File: src/rtl/rxflow_pkg.sv
package rxflow_pkg;
  typedef enum logic {KIND_XON = 1'b0, KIND_XOFF = 1'b1} ins_kind_e;

  function automatic logic level_at_or_above(input int unsigned lvl, input int unsigned thr);
    return lvl >= thr;
  endfunction

  function automatic logic level_at_or_below(input int unsigned lvl, input int unsigned thr);
    return lvl <= thr;
  endfunction
endpackage

File: src/rtl/rxflow_cmp.sv
module rxflow_cmp #(
  parameter int DW  = 8,
  parameter int NGP = 3
) (
  input  logic [DW-1:0]     data,
  input  logic [DW-1:0]     xon_char,
  input  logic [DW-1:0]     xoff_char,
  input  logic [DW-1:0]     addr_char,
  input  logic [NGP*DW-1:0] gp_chars,
  output logic              hit_xon,
  output logic              hit_xoff,
  output logic              hit_addr,
  output logic [NGP-1:0]    hit_gp
);
  assign hit_xon  = (data == xon_char);
  assign hit_xoff = (data == xoff_char);
  assign hit_addr = (data == addr_char);

  for (genvar i = 0; i < NGP; i++) begin : g_gp
    assign hit_gp[i] = (data == gp_chars[i*DW +: DW]);
  end
endmodule

File: src/rtl/rxflow_rxpath.sv
module rxflow_rxpath #(
  parameter int NGP = 3
) (
  input  logic           clk,
  input  logic           rst_n,
  input  logic           rx_valid,
  input  logic           rx_addr_bit,
  input  logic           cfg_auto_rx_flow,
  input  logic           cfg_multidrop,
  input  logic           hit_xon,
  input  logic           hit_xoff,
  input  logic           hit_addr,
  input  logic [NGP-1:0] hit_gp,
  output logic           rx_write,
  output logic [NGP-1:0] gp_hit,
  output logic           halted,
  output logic           awake,
  output logic           flow_consume
);
  logic is_addr, gate_open, flow_hit;

  always_comb begin
    is_addr      = cfg_multidrop && rx_addr_bit;
    gate_open    = !cfg_multidrop || awake;
    flow_hit     = cfg_auto_rx_flow && !is_addr && gate_open && (hit_xon || hit_xoff);
    flow_consume = rx_valid && flow_hit;
  end

  always_ff @(posedge clk or negedge rst_n) begin
    if (!rst_n) begin
      rx_write <= 1'b0;
      gp_hit   <= '0;
      halted   <= 1'b0;
      awake    <= 1'b0;
    end else begin
      rx_write <= rx_valid && (is_addr ? hit_addr : (gate_open && !flow_hit));
      gp_hit   <= rx_valid ? hit_gp : '0;
      if (!cfg_multidrop)          awake <= 1'b0;
      else if (rx_valid && is_addr) awake <= hit_addr;
      if (!cfg_auto_rx_flow)       halted <= 1'b0;
      else if (flow_consume)       halted <= hit_xoff;
    end
  end
endmodule

File: src/rtl/rxflow_fillreq.sv
module rxflow_fillreq
  import rxflow_pkg::*;
#(
  parameter int DEPTH      = 16,
  parameter int XOFF_LEVEL = 12,
  parameter int XON_LEVEL  = 4,
  localparam int LW        = $clog2(DEPTH + 1)
) (
  input  logic          clk,
  input  logic          rst_n,
  input  logic [LW-1:0] fill_level,
  input  logic          cfg_auto_tx_flow,
  input  logic          ins_taken,
  output logic          ins_req,
  output logic          ins_xoff,
  output logic          xoff_out
);
  ins_kind_e kind;
  logic want_xoff, want_xon;

  always_comb begin
    want_xoff = !xoff_out && level_at_or_above(int'(fill_level), XOFF_LEVEL);
    want_xon  = xoff_out && level_at_or_below(int'(fill_level), XON_LEVEL);
  end

  always_ff @(posedge clk or negedge rst_n) begin
    if (!rst_n) begin
      ins_req  <= 1'b0;
      kind     <= KIND_XON;
      xoff_out <= 1'b0;
    end else if (!cfg_auto_tx_flow) begin
      ins_req  <= 1'b0;
      xoff_out <= 1'b0;
    end else if (ins_req) begin
      if (ins_taken) begin
        ins_req  <= 1'b0;
        xoff_out <= (kind == KIND_XOFF);
      end
    end else if (want_xoff) begin
      ins_req <= 1'b1;
      kind    <= KIND_XOFF;
    end else if (want_xon) begin
      ins_req <= 1'b1;
      kind    <= KIND_XON;
    end
  end

  assign ins_xoff = (kind == KIND_XOFF);
endmodule

File: src/rtl/rxflow_ctl.sv
module rxflow_ctl #(
  parameter int DW         = 8,
  parameter int NGP        = 3,
  parameter int DEPTH      = 16,
  parameter int XOFF_LEVEL = 12,
  parameter int XON_LEVEL  = 4,
  localparam int LW        = $clog2(DEPTH + 1)
) (
  input  logic              clk,
  input  logic              rst_n,
  input  logic              rx_valid,
  input  logic [DW-1:0]     rx_data,
  input  logic              rx_addr_bit,
  input  logic [LW-1:0]     fill_level,
  input  logic              ins_taken,
  input  logic              cfg_auto_rx_flow,
  input  logic              cfg_auto_tx_flow,
  input  logic              cfg_multidrop,
  input  logic [DW-1:0]     cfg_xon_char,
  input  logic [DW-1:0]     cfg_xoff_char,
  input  logic [DW-1:0]     cfg_chan_addr,
  input  logic [NGP*DW-1:0] cfg_gp_chars,
  output logic              tx_enable,
  output logic              tx_normal_ok,
  output logic              ins_req,
  output logic              ins_xoff,
  output logic [DW-1:0]     ins_char,
  output logic              rx_write,
  output logic [NGP-1:0]    gp_hit
);
  logic           hit_xon, hit_xoff, hit_addr;
  logic [NGP-1:0] hit_gp;
  logic           halted, awake, flow_consume, xoff_out;

  rxflow_cmp #(.DW(DW), .NGP(NGP)) u_cmp (
    .data(rx_data), .xon_char(cfg_xon_char), .xoff_char(cfg_xoff_char),
    .addr_char(cfg_chan_addr), .gp_chars(cfg_gp_chars),
    .hit_xon(hit_xon), .hit_xoff(hit_xoff), .hit_addr(hit_addr), .hit_gp(hit_gp)
  );

  rxflow_rxpath #(.NGP(NGP)) u_rx (
    .clk(clk), .rst_n(rst_n), .rx_valid(rx_valid), .rx_addr_bit(rx_addr_bit),
    .cfg_auto_rx_flow(cfg_auto_rx_flow), .cfg_multidrop(cfg_multidrop),
    .hit_xon(hit_xon), .hit_xoff(hit_xoff), .hit_addr(hit_addr), .hit_gp(hit_gp),
    .rx_write(rx_write), .gp_hit(gp_hit), .halted(halted), .awake(awake),
    .flow_consume(flow_consume)
  );

  rxflow_fillreq #(.DEPTH(DEPTH), .XOFF_LEVEL(XOFF_LEVEL), .XON_LEVEL(XON_LEVEL)) u_fill (
    .clk(clk), .rst_n(rst_n), .fill_level(fill_level),
    .cfg_auto_tx_flow(cfg_auto_tx_flow), .ins_taken(ins_taken),
    .ins_req(ins_req), .ins_xoff(ins_xoff), .xoff_out(xoff_out)
  );

  assign tx_enable    = !halted;
  assign tx_normal_ok = tx_enable && !ins_req;
  assign ins_char     = ins_xoff ? cfg_xoff_char : cfg_xon_char;
endmodule

File: config.mk
export PLATFORM = sky130hd
export DESIGN_NAME = rxflow_ctl
export DESIGN_NICKNAME = d
export VERILOG_FILES = /design/src/rtl/rxflow_pkg.sv /design/src/rtl/rxflow_cmp.sv /design/src/rtl/rxflow_rxpath.sv /design/src/rtl/rxflow_fillreq.sv /design/src/rtl/rxflow_ctl.sv
export SDC_FILE = /design/constraint.sdc
export NUM_CORES = 1
export LEC_CHECK = 0
export BUFFER_PORTS_ARGS = -buffer_cell sky130_fd_sc_hd__clkbuf_2
export CAP_MARGIN = 10
export CORE_ASPECT_RATIO = 0.6
export CORE_MARGIN = 2
export CORE_UTILIZATION = 36
export CTS_BUF_LIST = sky130_fd_sc_hd__clkbuf_8
export CTS_CLUSTER_DIAMETER = 100
export DETAILED_ROUTE_END_ITERATION = 8
export PLACE_DENSITY = 0.77
export SLEW_MARGIN = 20
export SYNTH_ARGS = -nofsm -noshare
export SYNTH_HDL_FRONTEND = slang
export SYNTH_SLANG_ARGS = --single-unit
File: constraint.sdc
create_clock -name clk -period 1.2 [get_ports clk]
set_input_delay 0.18 -clock clk [delete_from_list [all_inputs] [get_ports clk]]
set_output_delay 0.18 -clock clk [all_outputs]
set_load 0.02 [all_outputs]
# == After elaboration in Yosys (flattened, before gate mapping) ==
# Index checks and enable logic that the tools add are counted.
# classes
reduce_logical,22
n_mul,0
n_mux,17
n_shift,0
n_eq_ne,10
n_div,0
n_lt_le_gt_ge,2
n_bitwise,1
add_sub_neg,0
# op_table
op,count
$eq 8x8->1,6
$mux 1,15
$logic_and 1x1->1,11
$mux 8,1
$logic_not 1->1,6
$ne 2x1->1 const B,3
$ge 5x4->1 const B,1
$le 5x3->1 const B,1
$mux 3,1
$reduce_and 3->1,1
$logic_or 1x1->1,2
$ne 2x2->1 const B,1
$reduce_and 2->1,1
$reduce_bool 2->1,1
$not 1->1,1
# totals
mem_bits_rw,0
rom_bits,0
in_bits,69
latch_bits,0
register_bits,9
word_cells,59
out_inout_bits,16
memories,0

# == Longest topological paths before layout ==
# Gate-level depths: netlist of the first run.
# logic_depth
word_depth,9
mapped_depth,6
mapped_depth_nobuf,5

# == Hierarchy ==
# Synthesis of the first run repeated with hierarchy kept, for this count alone.
# unflattened
hier_cells,125
area_unflattened_um2,1152.4
# modules_own_cells
mod,cells_per_inst,area_each_um2,n_inst
rxflow_cmp,74,604.3,1
rxflow_rxpath,24,249.0,1
rxflow_fillreq,16,160.2,1
rxflow_ctl,11,138.9,1

# == Worst setup path after synthesis of the first run ==
# No wires, ideal clock.
# synth_path
path_type,reg-to-output
startpoint,"reg u_fill.kind, in the netlist u_fill.ins_xoff"
endpoint,out ins_char[0]
t_required_ns,1.020
arrival_ns,1.204
n_path_buf,1
stages_incl_launch_ff,3
setup_slack_ns,-0.184
cell_sequence,dfrtp_1 clkbuf_1 mux2_2
# synth_via
elab_chain_cells,1
# synth_rtl
element,line_no,rtl
start: declaration,rxflow_fillreq.sv:18,ins_kind_e kind;
start signal: assignment,rxflow_fillreq.sv:29,kind <= KIND_XON;
start signal: assignment,rxflow_fillreq.sv:41,kind <= KIND_XOFF;
start signal: assignment,rxflow_fillreq.sv:44,kind <= KIND_XON;
$mux 8,rxflow_ctl.sv:57,assign ins_char = ins_xoff ? cfg_xoff_char : cfg_xon_char;
end: declaration,rxflow_ctl.sv:27,"output logic [DW-1:0] ins_char,"
# No other way between the ends.

# == Worst setup path in the final report of the first run ==
# layout_path
startpoint,"reg u_fill.kind, in the netlist u_fill.ins_xoff"
endpoint,out ins_char[2]
# The elaborated chain is that of the path after synthesis.

==> results.json, run 1 <==
{
  "cp_num_cells": 3,
  "final.period_utilization_pct": 118,
  "nets": 284,
  "syn2layout_area_growth_pct": 67.2,
  "skew_ps": 1.36,
  "required_ps": 1020,
  "slew_viol_final": 0,
  "drc": 0,
  "route.vias.total": 1182,
  "yosys_warnings": 0,
  "cts_sinks": 9,
  "drtIter0Drc": 28,
  "num-fill-cells": 251,
  "cp_slowest_cell": "dfrtp_2",
  "die_w_um": 73.6,
  "fp.dieH_um": 45.8,
  "htreeDepth": 1,
  "r2r-end": "u_fill.ins_req",
  "core_mm2": 0.00282,
  "wire_per_inst_um": 13.6,
  "maxCapViolations": 0,
  "synth_area_mm2": 0.00105,
  "cts_buffer_depth": 2,
  "synth_seq_cells": 9,
  "reg2reg_slack_ps": 110,
  "peakVddDrop_uv": 309,
  "grt_antenna_before_repair": 0,
  "clock_latency_ps": 230,
  "outcome": "complete, but fails checks",
  "cp.buffers_inverters": 2,
  "yosys.area_share.simple_pct": 17.9,
  "failed_checks": "setup timing",
  "synth_fa_ha_area_share_pct": 0,
  "relSlewSlack_pct": 74.5,
  "startpoint": "u_fill.ins_xoff",
  "drive_above_1_share_pct": 54.2,
  "synth_top_family_by_area": "XOR/XNOR gates",
  "setup_viol": 8,
  "synth_xor_area_share_pct": 40.2,
  "crit_chain": "buf_6 -> mux2_4 -> buf_8",
  "p_leak_nw": 0.882,
  "crit_path_end_kind": "output port",
  "grt_max_degree": 10,
  "rsz0062_at_grt": "yes",
  "dp_hpwl_um": 2730,
  "netlist_instances": 118,
  "firstDrtPassIters": 4,
  "grt_pass1_wl_um": 5150,
  "clk_pin_slew_ps": 40,
  "max_stage_delay_ps": 410,
  "tritoncts": "built",
  "worst_slew_pin_slew_ps": 380,
  "holdWs_ps": 185,
  "critPathKind": "register to output port",
  "clock-root-buffer": "clkbuf_8",
  "endpoint": "ins_char[2]",
  "grt.total_usage_pct": 20.5,
  "grt_pass1_vias": 1141,
  "seq_area_frac_synth_pct": 21.5,
  "wl_um": 3370,
  "setup_ws_ps": -214,
  "synth_cell_types": 25,
  "antenna_cells": 0,
  "final_common_cell": "clkbuf_2",
  "io_buffers": 84,
  "gp_congestion": 0.810,
  "io_pins": 85,
  "final_antenna_net_count": 0,
  "path_delay_family": "flip-flops",
  "start_kind": "register",
  "timing.rr.start": "u_fill.ins_req",
  "p_per_area_mw_per_mm2": 710,
  "avgSynthCellArea_um2": 8.86,
  "viasPerCell": 4.77,
  "utilization_pct": 62.1,
  "synthMuxAreaShare_pct": 8.61,
  "hold_path_class": "input pin to register",
  "syn_nets": 187,
  "synth_compound_area_share_pct": 5.98,
  "layout_common_cells": "clkbuf_2, xnor2_1, xor2_1",
  "start_util_pct": 37.2,
  "rows": 15,
  "cp_max_fo": 5,
  "clock.fmax_mhz": 707,
  "fin_crit_ps": 1410,
  "cp.arrival_ps": 1230,
  "die_area_mm2": 0.00337,
  "cts_buffers": 3,
  "grt_overflow_total": 0,
  "hold_viol": 0,
  "r2r_cells": 3,
  "pre_cts_ws_ps": -194
}
-- per-layer routing --
metal / vias up / part of all wire (%) / GRT usage, %
li1: 591 / - / -
met1: 542 / 47 / 28.4
met2: 47 / 46 / 33.9
met3: 2 / 7.3 / 4.87
met4: 0 / 0.33 / 2.18
met5: - / 0 / 0
-- metrics by stage --
step	std cells	cell area [um2]	total power, mW	TNS (ps)
6_report	248	1750	1.24	-1560
5_1_grt	248	1750	1.31	-1870
4_1_cts	248	1650	1.19	-1610
3_5_place_dp	241	1560	0.829	-678
3_3_place_gp	241	1560	0.824	-553
2_1_floorplan	118	1060	0.609	-97.8
-- what timing repair did --
action,CTS,global route
hold buffers,1,0
endpoints found under the hold margin,9,0
pin swaps,0,5
resized for setup,6,42
setup buffers,2,0
endpoints found under the setup margin,10,12
-- cells in the mapped netlist --
library cell / n / area, um2
a21boi_0: 2 / 15.0
a21o_1: 1 / 7.51
a21o_2: 1 / 8.76
a21oi_1: 1 / 5.00
a31o_1: 1 / 8.76
and3_1: 2 / 12.5
buf_2: 6 / 30.0
buf_6: 2 / 22.5
clkbuf_1: 1 / 3.75
dfrtp_1: 9 / 225
inv_1: 1 / 3.75
mux2_2: 8 / 90.1
nand2_1: 8 / 30.0
nand2b_1: 2 / 12.5
nand3_1: 4 / 20.0
nand4_1: 7 / 43.8
nor2_1: 3 / 11.3
nor3_1: 1 / 5.00
nor4_1: 5 / 31.3
nor4b_2: 1 / 15.0
o211ai_1: 1 / 7.51
o21ai_0: 2 / 10.0
or3_1: 1 / 6.26
xnor2_1: 30 / 263
xor2_1: 18 / 158
-- flip-flops by register name, summed over array words and instances, names as in the netlist --
signal / count
u_fill.ins_xoff: 1
u_rx.gp_hit: 3
u_rx.awake: 1
u_rx.halted: 1
u_fill.xoff_out: 1
u_fill.ins_req: 1
u_rx.rx_write: 1
-- tightest hold or removal path: cells and delay by family --
family                 cells  cell delay, ps
AND/OR/NAND/NOR            2             110
buffers and inverters      1              90
-- logic make-up (layout without fill, tap and decap cells) --
family / Yosys count / after routing
compound gates: 9 / 9
xor+xnor: 48 / 48
buf+inv: 10 / 106
flops: 9 / 9
mux: 8 / 8
simple gates: 34 / 34
-- worst min-delay path by stage --
stage / slack [ps] / cells past startpoint / start / to
floorplan: -120 / 0 / rst_n / u_fill.ins_req
global placement: 40 / 1 / rst_n / u_fill.ins_req
detailed placement: 40 / 1 / rst_n / u_fill.ins_req
CTS: 180 / 3 / cfg_auto_rx_flow / u_rx.halted
global route: 190 / 2 / ins_taken / u_fill.ins_req
finish: 180 / 3 / cfg_auto_rx_flow / u_rx.halted
-- power breakdown --
| part | total, mW | internal, mW | switching [mW] |
|---|---|---|---|
| Sequential | 0.323 | 0.316 | 0.00643 |
| Combinational | 0.577 | 0.315 | 0.262 |
| Clock | 0.342 | 0.223 | 0.119 |
-- cell type report --
cell class                 count  area (um2)  share of cell area (%)
tap                           34        42.5                    2.43
timing repair buffer         101         647                    37.0
inverter                       1        3.75                   0.215
clock inverter                 1        3.75                   0.215
clock buffer                   3        41.3                    2.36
multi-input combinational     99         785                    44.8
sequential                     9         226                    12.9
No activity file was read; power rests on OpenSTA's default activity.
==> run 2: changes to the inputs <==
Settings changed: CORE_UTILIZATION 36 to 35, CTS_BUF_LIST sky130_fd_sc_hd__clkbuf_8 to sky130_fd_sc_hd__clkbuf_4 sky130_fd_sc_hd__clkbuf_8 sky130_fd_sc_hd__clkbuf_16, PLACE_DENSITY 0.77 to 0.75.
==> run 2 against run 1 <==
  * The flow still finishes with violations (setup timing)
  * Combinational power is 3% higher
  * Sequential power hardly changed
  * Critical path depth stayed put
  * Register-to-register slack hardly changed
  * Die area is 2.6% higher
==> results.json, run 2 (synthesized netlist as in run 1, its figures left out) <==
{
  "outcome": "complete, but fails checks",
  "failed_checks": "setup timing",
  "die_w_um": 74.6,
  "required_ps": 1020,
  "cp_slowest_cell": "dfrtp_2",
  "largest_register_ff_count": 3,
  "final_common_cell": "clkbuf_2",
  "slew_viol_final": 0,
  "top_register": "u_rx.gp_hit",
  "cp.arrival_ps": 1220,
  "hold_start": "ins_taken",
  "die_area_mm2": 0.00346,
  "firstDrtPassIters": 4,
  "grt_pass1_vias": 1145,
  "grt_pass1_wl_um": 5080,
  "layout_common_cells": "clkbuf_2, xnor2_1, buf_4",
  "p_leak_nw": 0.878,
  "p_per_area_mw_per_mm2": 719,
  "setup_ws_ps": -201,
  "grt_overflow_total": 0,
  "antenna_cells": 0,
  "startpoint": "u_fill.ins_xoff",
  "drc": 0,
  "timing.rr.start": "u_fill.ins_req",
  "wire_per_inst_um": 13.0,
  "grt_max_degree": 10,
  "start_util_pct": 36.7,
  "utilization_pct": 63.3,
  "crit_path_end_kind": "output port",
  "io_pins": 85,
  "start_kind": "register",
  "route.vias.total": 1190,
  "final.period_utilization_pct": 117,
  "clk_pin_slew_ps": 40,
  "rsz0062_at_grt": "yes",
  "cts_buffers": 3,
  "final_antenna_net_count": 0,
  "hold_viol": 0,
  "wl_um": 3370,
  "clock_latency_ps": 240,
  "critPathKind": "register to output port",
  "hold_path_class": "input pin to register",
  "dp_hpwl_um": 2760,
  "r2r_cells": 3,
  "setup_viol": 8,
  "clock.fmax_mhz": 714,
  "htreeDepth": 1,
  "nets": 288,
  "grt.total_usage_pct": 19.9,
  "power_mw": 1.30,
  "maxCapViolations": 0,
  "cts_sinks": 9,
  "relSlewSlack_pct": 74.4,
  "tritoncts": "built",
  "drive_above_1_share_pct": 57.3,
  "whs_path_depth": 2,
  "cts_buffer_depth": 2,
  "skew_ps": 4.04,
  "peakVddDrop_uv": 329,
  "holdWs_ps": 191,
  "clock-root-buffer": "clkbuf_8",
  "rows": 15,
  "gp_congestion": 0.883,
  "viasPerCell": 4.58,
  "worst_slew_pin_slew_ps": 380,
  "max_stage_delay_ps": 380,
  "syn2layout_area_growth_pct": 72.6,
  "crit_chain": "buf_12 -> mux2_2 -> buf_6",
  "io_buffers": 84,
  "cp_max_fo": 8,
  "core_mm2": 0.00285,
  "grt_antenna_before_repair": 0,
  "fin_crit_ps": 1400,
  "fp.dieH_um": 46.3,
  "drtIter0Drc": 39
}
==> run 2: area by class of cell <==
type	instances	area (um2)
fillers	261	1050
repair buffers	105	672
multi-input cells	99	802
flip-flops and latches	9	226
inverters	1	3.75
clock buffers	4	48.8
well taps	42	52.6
==> run 2: worst paths after layout <==
check                             endpoint  slack [ps]
min                         u_fill.ins_req         190
max                            ins_char[4]        -200
min reg2reg                     u_rx.awake         530
max in group asynchronous  u_fill.ins_xoff         660
max reg2reg                 u_fill.ins_req         120
min in group asynchronous   u_rx.gp_hit[0]         330
==> run 2: what timing repair did <==
action                                  4_1_cts  5_1_grt
buffers inserted                              2        0
gates resized for setup                       1       42
hold endpoints to repair                      9        0
endpoints found under the setup margin        9       12
pin swaps                                     0        4
hold buffers                                  1        0
==> run 2: per-layer routing <==
metal | vias up | GRT usage [%] | part of all wire, %
met2 | 51 | 32.2 | 46
met5 | - | 0 | 0
li1 | 598 | - | -
met3 | 4 | 4.16 | 6.6
met1 | 537 | 28.4 | 46
met4 | 0 | 2.14 | 1.6
==> run 2: per-stage QoR <==
| step | setup WS, ps | cell area [um2] | std cells | setup TNS, ps |
|---|---|---|---|---|
| 3_3_place_gp | -217 | 1600 | 253 | -755 |
| 2_1_floorplan | -51.9 | 1060 | 118 | -97.8 |
| 4_1_cts | -216 | 1690 | 260 | -1660 |
| 3_5_place_dp | -240 | 1600 | 253 | -883 |
| 6_report | -201 | 1810 | 260 | -1560 |
| 5_1_grt | -230 | 1810 | 260 | -1840 |
==> run 2: power by group <==
| group | total [mW] | switching [mW] | internal (mW) | leakage (nW) |
|---|---|---|---|---|
| Combinational | 0.594 | 0.271 | 0.323 | 0.734 |
| Clock | 0.381 | 0.126 | 0.255 | 0.0262 |
| Sequential | 0.323 | 0.00719 | 0.316 | 0.118 |
| Total | 1.30 | 0.405 | 0.893 | 0.878 |
==> run 2: critical path, delay by kind of cell (launching register included) <==
kind | cells | cell delay, ps
multiplexers | 1 | 340
flip-flops | 1 | 380
buffers and inverters | 2 | 270
==> run 3: changes to the inputs <==
Settings changed: ABC_AREA from default to 1, CORE_UTILIZATION 35 to 36.
==> run 3 against run 2 <==
  * Total power up 60%
  * Cell count up 23%
  * Via count up 24%
  * Hold slack better by 7.1 ps
  * Fmax up 7.9%
  * Critical path depth up 2
  * Count of clock-buffer cells in the layout unchanged
  * Largest cell class unchanged
  * Largest power group unchanged
  * Sequential share of layout area down 0.32 points
  * Synthesized cell count up 57%
  * The flow still finishes with violations (setup timing)
  * Die area up 5.5%
==> results.json, run 3 <==
{
  "final_common_cell": "clkbuf_2",
  "hold_viol": 0,
  "drc": 0,
  "nets": 349,
  "antenna_cells": 0,
  "synth_fa_ha_area_share_pct": 0,
  "tritoncts": "built",
  "utilization_pct": 62.9,
  "wire_per_inst_um": 11.7,
  "r2r-end": "u_rx.halted",
  "layout_common_cells": "clkbuf_2, nand2_1, xnor2_1, nor2_1, inv_1",
  "hold_start": "cfg_auto_rx_flow",
  "synth_common_cells": "nand2_1, nor2_1, xnor2_1",
  "p_sw_uw": 816,
  "cts_sinks": 9,
  "dp_hpwl_um": 3140,
  "io_pins": 85,
  "maxCapViolations": 0,
  "cp.arrival_ps": 1120,
  "rsz0062_at_grt": "yes",
  "wl_um": 3740,
  "drive_above_1_share_pct": 44.8,
  "pre_cts_ws_ps": -17.2,
  "grt.total_usage_pct": 19.6,
  "htreeDepth": 1,
  "cts_buffer_depth": 2,
  "synth_cell_types": 27,
  "hold_path_end": "u_rx.halted",
  "synth_compound_area_share_pct": 18.2,
  "core_mm2": 0.00295,
  "grt_pass1_wl_um": 5460,
  "largest_register_ff_count": 3,
  "io_buffers": 84,
  "fin_crit_ps": 1300,
  "cts_buffers": 3,
  "max_stage_delay_ps": 410,
  "synth_edf_count": 0,
  "rows": 15,
  "timing.rr.start": "u_rx.awake",
  "num-fill-cells": 296,
  "syn2layout_area_growth_pct": 62.6,
  "relSlewSlack_pct": 73.8,
  "peakVddDrop_uv": 688,
  "final_area_mm2": 0.00185,
  "setup_viol": 8,
  "failed_checks": "setup timing",
  "worst_slew_pin_slew_ps": 391,
  "setup_ws_ps": -98.8,
  "yosysTopAreaCellShare_pct": 19.8,
  "die_area_mm2": 0.00365,
  "synth_area_mm2": 0.00114,
  "seq_area_frac_synth_pct": 19.8,
  "grt_max_degree": 12,
  "crit_path_end_kind": "output port",
  "clock_latency_ps": 230,
  "place_area_mm2": 0.00166,
  "syn_nets": 254,
  "ys_top_cells_by_area": "dfrtp_1, nand2_1, xnor2_1",
  "synthFlopType": "dfrtp_1",
  "synth_seq_cells": 9,
  "whs_path_depth": 3,
  "p_per_area_mw_per_mm2": 1120,
  "netlist_instances": 185,
  "internal-power_mw": 1.25,
  "p_sw_share_pct": 39.4,
  "cp_slowest_cell": "dfrtp_2",
  "firstDrtPassIters": 4,
  "slew_viol_final": 0,
  "p_leak_nw": 1.01,
  "skew_ps": 4.69,
  "cp_max_fo": 5,
  "clock.fmax_mhz": 770,
  "combPwrFrac_pct": 64.7,
  "seq_area_um2": 226,
  "pwr-share-clk_pct": 17.6,
  "start_kind": "register",
  "sequentialPowerShare_pct": 17.7,
  "crit_chain": "inv_4 -> clkbuf_16 -> nand2_4 -> o21ai_2 -> clkbuf_8",
  "async_reset_ff_share_pct": 100,
  "synthMuxAreaShare_pct": 0,
  "synth_top_family_by_area": "simple AND/OR/NAND/NOR gates",
  "multiInputGateArea_um2": 837,
  "required_ps": 1020,
  "viasPerCell": 4.60,
  "synth_top_cell_by_area": "dfrtp_1",
  "final.period_utilization_pct": 108,
  "drtIter0Drc": 56,
  "hold_path_class": "input pin to register",
  "grt_overflow_total": 0,
  "final_antenna_net_count": 0,
  "grt_antenna_before_repair": 0,
  "synth_xor_area_share_pct": 17.6,
  "yosys_warnings": 0,
  "fin_setup_tns_ps": -660,
  "critPathKind": "register to output port",
  "top_register": "u_rx.gp_hit",
  "fp.dieH_um": 47.6,
  "clock-root-buffer": "clkbuf_8",
  "yosys.area_share.simple_pct": 33.3,
  "avgSynthCellArea_um2": 6.16,
  "r2r_cells": 4,
  "route.vias.total": 1477,
  "start_util_pct": 38.7,
  "clk_pin_slew_ps": 40,
  "grt_pass1_vias": 1228,
  "holdWs_ps": 198,
  "gp_congestion": 0.859,
  "yosysMostFrequentCell": "nand2_1",
  "die_w_um": 76.6,
  "reg2reg_slack_ps": 220,
  "outcome": "complete, but fails checks"
}
==> run 3: cell types whose count changed after synthesis, sizes merged, moves of 8 or more <==
cell	previous run	this run
nand2	8	57
inv	1	24
nor2	3	19
xor2	18	2
o21ai	2	13
xnor2	30	20
mux2	8	0
==> run 3: power by group through the flow <==
stage	sequential [mW]	combinational [mW]	clock, mW
2_1_floorplan	0.403	0.530	0
3_3_place_gp	0.359	0.997	0
3_5_place_dp	0.361	1.00	0
4_1_cts	0.360	1.16	0.379
5_1_grt	0.370	1.43	0.400
6_report	0.365	1.34	0.365
==> run 3: worst max-delay path, delay by kind of cell (launching register included) <==
family,cells,cell delay (ps)
compound gates,1,50
flops,1,410
simple gates,1,40
buf+inv,3,380
==> run 3: stage by stage <==
stage               instances  power, mW
floorplan                 185      0.933
global placement          315       1.36
detailed placement        315       1.37
CTS                       320       1.90
global route              321       2.20
finish                    321       2.07
==> run 3: what timing repair did <==
item	CTS	global route
setup buffers	0	0
endpoints found under the setup margin	8	8
hold buffers	1	0
pin swaps	0	3
endpoints found under the hold margin	9	0
resized for setup	17	17
gates cloned	0	1
==> run 3: cell families after synthesis <==
group                  Yosys count
XOR/XNOR                        22
AND/OR/NAND/NOR                 92
buffers and inverters           28
flip-flops                       9
AO/OA/AOI/OAI                   34
==> run 3: worst max path at each step <==
stage                         start          end  slack (ps)  cells after the start
global route        u_fill.ins_xoff  ins_char[3]        -140                      5
finish              u_fill.ins_xoff  ins_char[3]        -100                      5
floorplan           u_fill.ins_xoff  ins_char[1]           7                      4
CTS                 u_fill.ins_xoff  ins_char[0]        -100                      5
detailed placement       rx_data[0]   u_rx.awake         -20                      6
global placement         rx_data[0]   u_rx.awake         -20                      6
==> run 3: layout make-up <==
cell class                      instances  area share (%)
Multi-Input combinational cell        148            45.2
Timing Repair Buffer                   94            32.1
Sequential cell                         9            12.2
Inverter                               24            5.00
Tap cell                               42            2.84
Clock buffer                            4            2.63
==> run 3: metal layers <==
layer | GRT usage [%] | part of all wire (%) | vias to the layer above
met1 | 28.0 | 51 | 619
met4 | 0 | 0 | 0
met3 | 6.23 | 9.2 | 0
met5 | 0 | 0 | -
li1 | - | - | 789
met2 | 31.5 | 39 | 69
